==> config.mk <==
export PLATFORM = sky130hd
export DESIGN_NAME = mbp_top
export DESIGN_NICKNAME = d
export VERILOG_FILES = /design/src/rtl/mbp_pkg.sv /design/src/rtl/mbp_history.sv /design/src/rtl/mbp_pht.sv /design/src/rtl/mbp_chain.sv /design/src/rtl/mbp_top.sv
export SDC_FILE = /design/constraint.sdc
export NUM_CORES = 2
export LEC_CHECK = 0
export ABC_AREA = 1
export BUFFER_PORTS_ARGS = -buffer_cell sky130_fd_sc_hd__buf_4
export CORE_MARGIN = 4
export CORE_UTILIZATION = 30
export DETAILED_ROUTE_END_ITERATION = 16
export PLACE_DENSITY = 0.43
export SLEW_MARGIN = 20
export SYNTH_ARGS = -nofsm -noshare
export SYNTH_HDL_FRONTEND = slang
export SYNTH_SLANG_ARGS = --single-unit
==> constraint.sdc <==
create_clock -name clk -period 4.9 [get_ports clk]
set_input_delay 0.49 -clock clk [delete_from_list [all_inputs] [get_ports clk]]
set_output_delay 0.49 -clock clk [all_outputs]
set_load 0.02 [all_outputs]
==> src/rtl/mbp_pkg.sv <==
package mbp_pkg;

    typedef logic [1:0] ctr_t;

    localparam ctr_t CTR_INIT = 2'b01;
    localparam ctr_t CTR_TOP  = 2'b11;
    localparam ctr_t CTR_BOT  = 2'b00;

    typedef struct packed {
        logic valid;
        logic taken;
    } outcome_t;

    // Saturating step of a 2-bit counter toward the observed direction.
    function automatic ctr_t ctr_step(input ctr_t cur, input logic taken);
        ctr_t nxt;
        if (taken) begin
            nxt = (cur == CTR_TOP) ? CTR_TOP : ctr_t'(cur + 2'd1);
        end else begin
            nxt = (cur == CTR_BOT) ? CTR_BOT : ctr_t'(cur - 2'd1);
        end
        return nxt;
    endfunction

    // Direction carried by a counter: its upper bit.
    function automatic logic ctr_dir(input ctr_t cur);
        return cur[1];
    endfunction

endpackage

==> src/rtl/mbp_history.sv <==
module mbp_history #(
    parameter int HIST_W = 8
) (
    input  logic                  clk,
    input  logic                  rst,
    input  mbp_pkg::outcome_t     res_i,
    output logic [HIST_W-1:0]     hist_o
);
    logic [HIST_W-1:0] hist_q;

    always_ff @(posedge clk) begin
        if (rst) begin
            hist_q <= '0;
        end else if (res_i.valid) begin
            hist_q <= {hist_q[HIST_W-2:0], res_i.taken};
        end
    end

    assign hist_o = hist_q;
endmodule

==> src/rtl/mbp_pht.sv <==
module mbp_pht #(
    parameter int HIST_W = 8,
    localparam int DEPTH = 1 << HIST_W
) (
    input  logic                         clk,
    input  logic                         rst,
    input  mbp_pkg::outcome_t            res_i,
    input  logic [HIST_W-1:0]            upd_idx_i,
    output mbp_pkg::ctr_t [DEPTH-1:0]    tab_o
);
    import mbp_pkg::*;

    for (genvar e = 0; e < DEPTH; e++) begin : g_entry
        ctr_t ctr_q;
        logic hit;

        assign hit = res_i.valid && (upd_idx_i == HIST_W'(e));

        always_ff @(posedge clk) begin
            if (rst) begin
                ctr_q <= CTR_INIT;
            end else if (hit) begin
                ctr_q <= ctr_step(ctr_q, res_i.taken);
            end
        end

        assign tab_o[e] = ctr_q;
    end
endmodule

==> src/rtl/mbp_chain.sv <==
module mbp_chain #(
    parameter int HIST_W   = 8,
    parameter int NUM_PRED = 3,
    localparam int DEPTH   = 1 << HIST_W
) (
    input  logic [HIST_W-1:0]            hist_i,
    input  mbp_pkg::ctr_t [DEPTH-1:0]    tab_i,
    output logic [NUM_PRED-1:0]          pred_o
);
    import mbp_pkg::*;

    // Guess j reads index {hist[HIST_W-1-j:0], p0 .. p(j-1)}: the history
    // slice names a group of 2**j neighbours and earlier guesses pick one.
    always_comb begin
        logic [HIST_W-1:0] idx;
        logic              dir;
        idx    = hist_i;
        pred_o = '0;
        for (int j = 0; j < NUM_PRED; j++) begin
            dir       = ctr_dir(tab_i[idx]);
            pred_o[j] = dir;
            idx       = {idx[HIST_W-2:0], dir};
        end
    end
endmodule

==> src/rtl/mbp_top.sv <==
module mbp_top #(
    parameter int HIST_W   = 8,
    parameter int NUM_PRED = 3
) (
    input  logic                             clk,
    input  logic                             rst,
    input  logic                             predict_i,
    input  logic                             resolve_valid_i,
    input  logic                             resolve_taken_i,
    output logic [NUM_PRED-1:0]              pred_bits_o,
    output logic [$clog2(NUM_PRED+1)-1:0]    pred_count_o
);
    import mbp_pkg::*;

    localparam int DEPTH = 1 << HIST_W;
    localparam int CNT_W = $clog2(NUM_PRED + 1);

    outcome_t                res;
    logic [HIST_W-1:0]       hist_w;
    ctr_t [DEPTH-1:0]        ctr_tab;
    logic [NUM_PRED-1:0]     guess_w;
    logic [NUM_PRED-1:0]     bits_q;
    logic [CNT_W-1:0]        cnt_q;

    assign res.valid = resolve_valid_i;
    assign res.taken = resolve_taken_i;

    mbp_history #(.HIST_W(HIST_W)) u_hist (
        .clk    (clk),
        .rst    (rst),
        .res_i  (res),
        .hist_o (hist_w)
    );

    mbp_pht #(.HIST_W(HIST_W)) u_pht (
        .clk       (clk),
        .rst       (rst),
        .res_i     (res),
        .upd_idx_i (hist_w),
        .tab_o     (ctr_tab)
    );

    mbp_chain #(.HIST_W(HIST_W), .NUM_PRED(NUM_PRED)) u_chain (
        .hist_i (hist_w),
        .tab_i  (ctr_tab),
        .pred_o (guess_w)
    );

    always_ff @(posedge clk) begin
        if (rst) begin
            bits_q <= '0;
            cnt_q  <= '0;
        end else if (predict_i) begin
            bits_q <= guess_w;
            cnt_q  <= CNT_W'(NUM_PRED);
        end else begin
            bits_q <= '0;
            cnt_q  <= '0;
        end
    end

    assign pred_bits_o  = bits_q;
    assign pred_count_o = cnt_q;
endmodule

After elaboration in Yosys (flattened, before gate mapping)
Index checks and enable logic that the tools add are counted.

Multipliers: 0. Divide/modulo/power cells: 0. Shifts and indexed selects: 0. Magnitude comparators: 3. Reduce and logical (&&, ||, !) cells: 514. Bitwise logic cells: 1. Add/subtract/negate cells: 512. Muxes and demuxes: 775. Equality and inequality tests: 511.

Operator list (number): 2-bit two-way mux (772); 8-bit == test, second input constant (128); 2-bit by 1-bit adder with 2-bit output, second input constant (256); 2-bit == test, second input constant (256); 8-bit by 7-bit == test with 1-bit output, second input constant (64); 2-bit logical NOT (256); 2-bit by 1-bit subtractor with 2-bit output, second input constant (256); 8-bit by 6-bit == test with 1-bit output, second input constant (32); 1-bit logical AND (256); 8-bit by 5-bit == test with 1-bit output, second input constant (16); 8-bit by 4-bit == test with 1-bit output, second input constant (8); 2-bit binary-select mux with 8-bit select (3); 8-bit by 3-bit == test with 1-bit output, second input constant (4); 8-bit by 9-bit < comparator with 1-bit output, second input constant (3); 8-bit by 2-bit == test with 1-bit output, second input constant (2); 8-bit by 1-bit == test with 1-bit output, second input constant (1); 8-bit logical NOT (1); 2-bit OR reduction (1); 1-bit inverter (1).

Output and inout bits: 5. Latch bits: 0. Memory bits (writable): 0. ROM bits: 0. Memories kept: 0. Bits of input ports: 5. Flip-flop bits (word level): 525.

Depth between registers and ports, before layout
Depth in word-level cells: 6. Mapped depth: 44.

Hierarchy
Synthesis repeated with hierarchy kept, for this count alone.

Cell total of the unflattened synthesis: 6151. Area total of the unflattened synthesis: 35476.5 um^2.

Modules (own cells, without submodules): mbp_pht (times used 1, area each 26574.2 um^2, cells each 4200, sequential area each 10249.8 um^2); mbp_chain (times used 1, area each 8436.8 um^2, cells each 1886, sequential area each 0.0 um^2); mbp_history (times used 1, area each 341.6 um^2, cells each 51, sequential area each 160.2 um^2); mbp_top (times used 1, area each 123.9 um^2, cells each 14, sequential area each 80.1 um^2).

Least setup slack after synthesis
OpenSTA, ideal clock, no wires.

Path type: register to register. Start: reg u_hist.hist_q[0], in the netlist u_hist.hist_o[0]. End: reg bits_q[2], in the netlist pred_bits_o[2]. Cell stages (with the launch flop): 41. Library setup time: 115 ps. Arrival: 3494 ps. Setup slack: 1291 ps. Period minus slack after synthesis: 3609 ps. Cells stage by stage: dfxtp_1 -> buf_4 -> inv_2 -> buf_4 -> buf_4 -> nand2_1 -> nand2_1 -> nand2_1 -> nand3_1 -> nand2_1 -> nand2_1 -> o21ai_0 -> nand2_1 -> nor2_1 -> nor2_1 -> nor2_1 -> nand2_2 -> buf_4 -> [5 not listed] -> nand3_1 -> nand2_1 -> nor2_1 -> nor2_1 -> nand2_2 -> buf_4 -> buf_2 -> nand3_1 -> nand3_1 -> nand2_1 -> nor2_1 -> nor2_1 -> nor2_1 -> nand2_1 -> nand2_1 -> nand2_1 -> nor2_1 -> nor2_1.

RTL lines: start, declared (line mbp_history.sv:9) `logic [HIST_W-1:0] hist_q;`; start signal, assigned (line mbp_history.sv:15) `hist_q <= {hist_q[HIST_W-2:0], res_i.taken};`; end signal, assigned (line mbp_top.sv:54) `bits_q <= guess_w;`; end, declared (line mbp_top.sv:22) `logic [NUM_PRED-1:0] bits_q;`.

==> results.toml <==
[route]
top_layer_used = "met4"
drtAntennaViolNets = 0
drtPass1Iterations = 6
met3_length_mm = 7.19
wl_met2_mm = 59.7
wire_per_inst_um = 20.0
viasPerCell = 5.29
vias = 35766
drc_errors = 0
first_iter_violations = 3292
wl_mm = 135
wl_met1_mm = 64.6

[setup_path]
cp-start-kind = "register"
arrival_ns = 5.48
cpMostUsedCell = "nand2_1"
critPathMaxStageDelay_ns = 0.46
r2r_end = "pred_bits_o[2]"
regToRegStartpoint = "u_hist.hist_o[0]"
critical_path.max_fanout = 10
reg2reg_depth = 44
cp.required_ns = 5.41
cp-end-kind = "register"
critPathKind = "register to register"
r2r_slack_ns = -0.07
cp_slowest_cell = "dfxtp_4"

[sta]
timing.hold.ws_ns = 0.158
fmax_mhz = 201
hold_viol_final = 0
worst_slack_ns = -0.0711
fin_crit_sh_pct = 101
min_period_ns = 4.97
rsz0062_at_grt = "true"
max_slew_margin_pct = 24.0
setup_tns_ns = -0.0711
skew_ns = 0.0206
tightest_slew_ns = 1.14
drv_slew = 0
setup_viol = 1

[synth]
synth_edf_count = 0
synth_top_area_cell = "dfxtp_1"
netlist.area_leader.share_pct = 32.9
synthFlopType = "dfxtp_1"
ys_warn_count = 0
synth.avg_cell_area_um2 = 6.12
synth_area_um2 = 31900
synth_area_leaders = "dfxtp_1 (33%), nand2_1 (16%), o21ai_0 (8.8%)"
synth_cells = 5208
yosysMostFrequentCell = "nand2_1"
synth_cell_types = 30
synth_fp_nets = 5213
async_flop_share_pct = 0
seq_area_frac_synth_pct = 32.9
synth_seq_cells = 524
synthTopCellsByCount = "nand2_1 (1384), nor2_1 (647), o21ai_0 (562)"

[finish]
syn2layout_area_growth_pct = 21.6
drive_gt1_share_pct = 11.2
insertedDiodeCount = 0
nets = 5329
utilization_pct = 36.8

[global_routing]
grt_pass1_wl_mm = 202
grt.overflow.total = 0
track_usage_pct = 23.3
antenna_found_initial = 1
grt_max_degree = 208
grt_pass1_vias = 32266

[power]
peakVddDrop_mv = 0.222
p_leak_nw = 16.2
power.density_nw_per_um2 = 291

[worst_hold_path]
worstHoldStart = "resolve_valid_i"
hold_class = "primary input to register"
hold_end = "u_hist.hist_o[1]"
whs_path_depth = 2

[flow_run]
drv_cap = 0

[floorplanning]
die_w_um = 334
dieArea_um2 = 112000
chipHeight_um = 334
start_util_pct = 30.2
io_pins = 10
coreArea_um2 = 105000
core.rowCount = 119

[clocking]
cts_buffers = 70
holdBufCountCts = 0
clk_latency_ns = 0.63
clock_tree.buffer_depth = 3
clockRootBuffer = "clkbuf_16"
cts_tree = "built"
h-tree-depth = 3
clk_pin_slew_worst_paths_ns = 0.06
cts.sinks = 524

[placed_design]
place_hpwl_mm = 85.5
port_buffers = 9
finalWeightedCongestion = 0.835

[outcome]
outcome = "finished, violations left"
violations = "negative setup slack"
through the flow:
| step | total power (W) | cell area [um2] | worst slack [ns] | instances |
|---|---|---|---|---|
| after detailed placement | 0.00582 | 35600 | -0.471 | 6611 |
| final | 0.0113 | 38800 | -0.0711 | 6766 |
| after floorplan | 0.00518 | 31900 | 1.29 | 5208 |
| after global routing | 0.0117 | 38800 | -0.386 | 6766 |
| after global placement | 0.00582 | 35600 | -0.560 | 6611 |
| after CTS | 0.0114 | 38500 | -0.0631 | 6753 |
worst max-delay path, delay by kind of cell, from the launching register on:
family / cells / cell delay (ns)
simple gates: 31 / 2.48
buf+inv: 11 / 1.59
flops: 1 / 0.46
compound gates: 2 / 0.28
flip-flops by register name (all words and copies together), names as in the netlist:
register             count
pred_count_o             1
u_hist.hist_o            8
u_pht.g_entry.ctr_q    512
pred_bits_o              3
layout by cell type, fill, tap and decap left out, types with 78 or more instances in the layout:
| master | instances |
|---|---|
| dfxtp_1 | 521 |
| o211ai_1 | 163 |
| inv_1 | 255 |
| nand2_1 | 1364 |
| buf_4 | 338 |
| nor3_1 | 103 |
| a21oi_1 | 446 |
| o21ai_0 | 560 |
| nand3_1 | 427 |
| clkbuf_16 | 78 |
| a211oi_1 | 92 |
| a21boi_0 | 89 |
| nor2_1 | 618 |
power breakdown:
part | leakage (nW) | internal (W) | switching, W
Clock | 1.15 | 0.00326 | 0.00212
Combinational | 10.9 | 0.000515 | 0.00108
Sequential | 4.23 | 0.00428 | 0.0000186
Total | 16.2 | 0.00805 | 0.00322
repair_timing:
action,in CTS,in global routing
buffers inserted,13,8
gates resized for setup,68,31
cloned,8,6
endpoints found under the setup margin,1,1
pin swaps,34,26
metal layers:
layer | vias up | global-route usage [%]
met1 | 16717 | 33.1
li1 | 17858 | -
met5 | - | 0
met3 | 193 | 2.75
met2 | 998 | 37.0
met4 | 0 | 7.30
area by class of cell:
type,count,area (um2)
clock buffers,111,2150
clock inverters,12,191
fillers,11284,66600
inverters,280,1070
multi-input cells,4033,19000
flip-flops and latches,524,10500
well taps,1391,1740
repair buffers,415,4090
worst max-delay path by stage:
stage,from,endpoint,slack (ns),depth (start not counted)
floorplan,u_hist.hist_o[0],pred_bits_o[2],1.29,40
global placement,u_hist.hist_o[2],pred_bits_o[2],-0.56,37
detailed placement,u_hist.hist_o[2],pred_bits_o[2],-0.47,37
CTS,u_hist.hist_o[0],pred_bits_o[2],-0.06,42
global route,u_hist.hist_o[0],pred_bits_o[2],-0.39,42
finish,u_hist.hist_o[0],pred_bits_o[2],-0.07,44
cell families (layout without fill, tap and decap cells):
kind of cell | Yosys count | after routing | share of synthesized area, %
simple gates | 2577 | 2578 | 32.6
flops | 524 | 524 | 32.9
buf+inv | 652 | 818 | 8.20
compound gates | 1453 | 1453 | 26.3
fa+ha+maj | 2 | 2 | 0.0628
No activity file was read; power rests on OpenSTA's default activity.
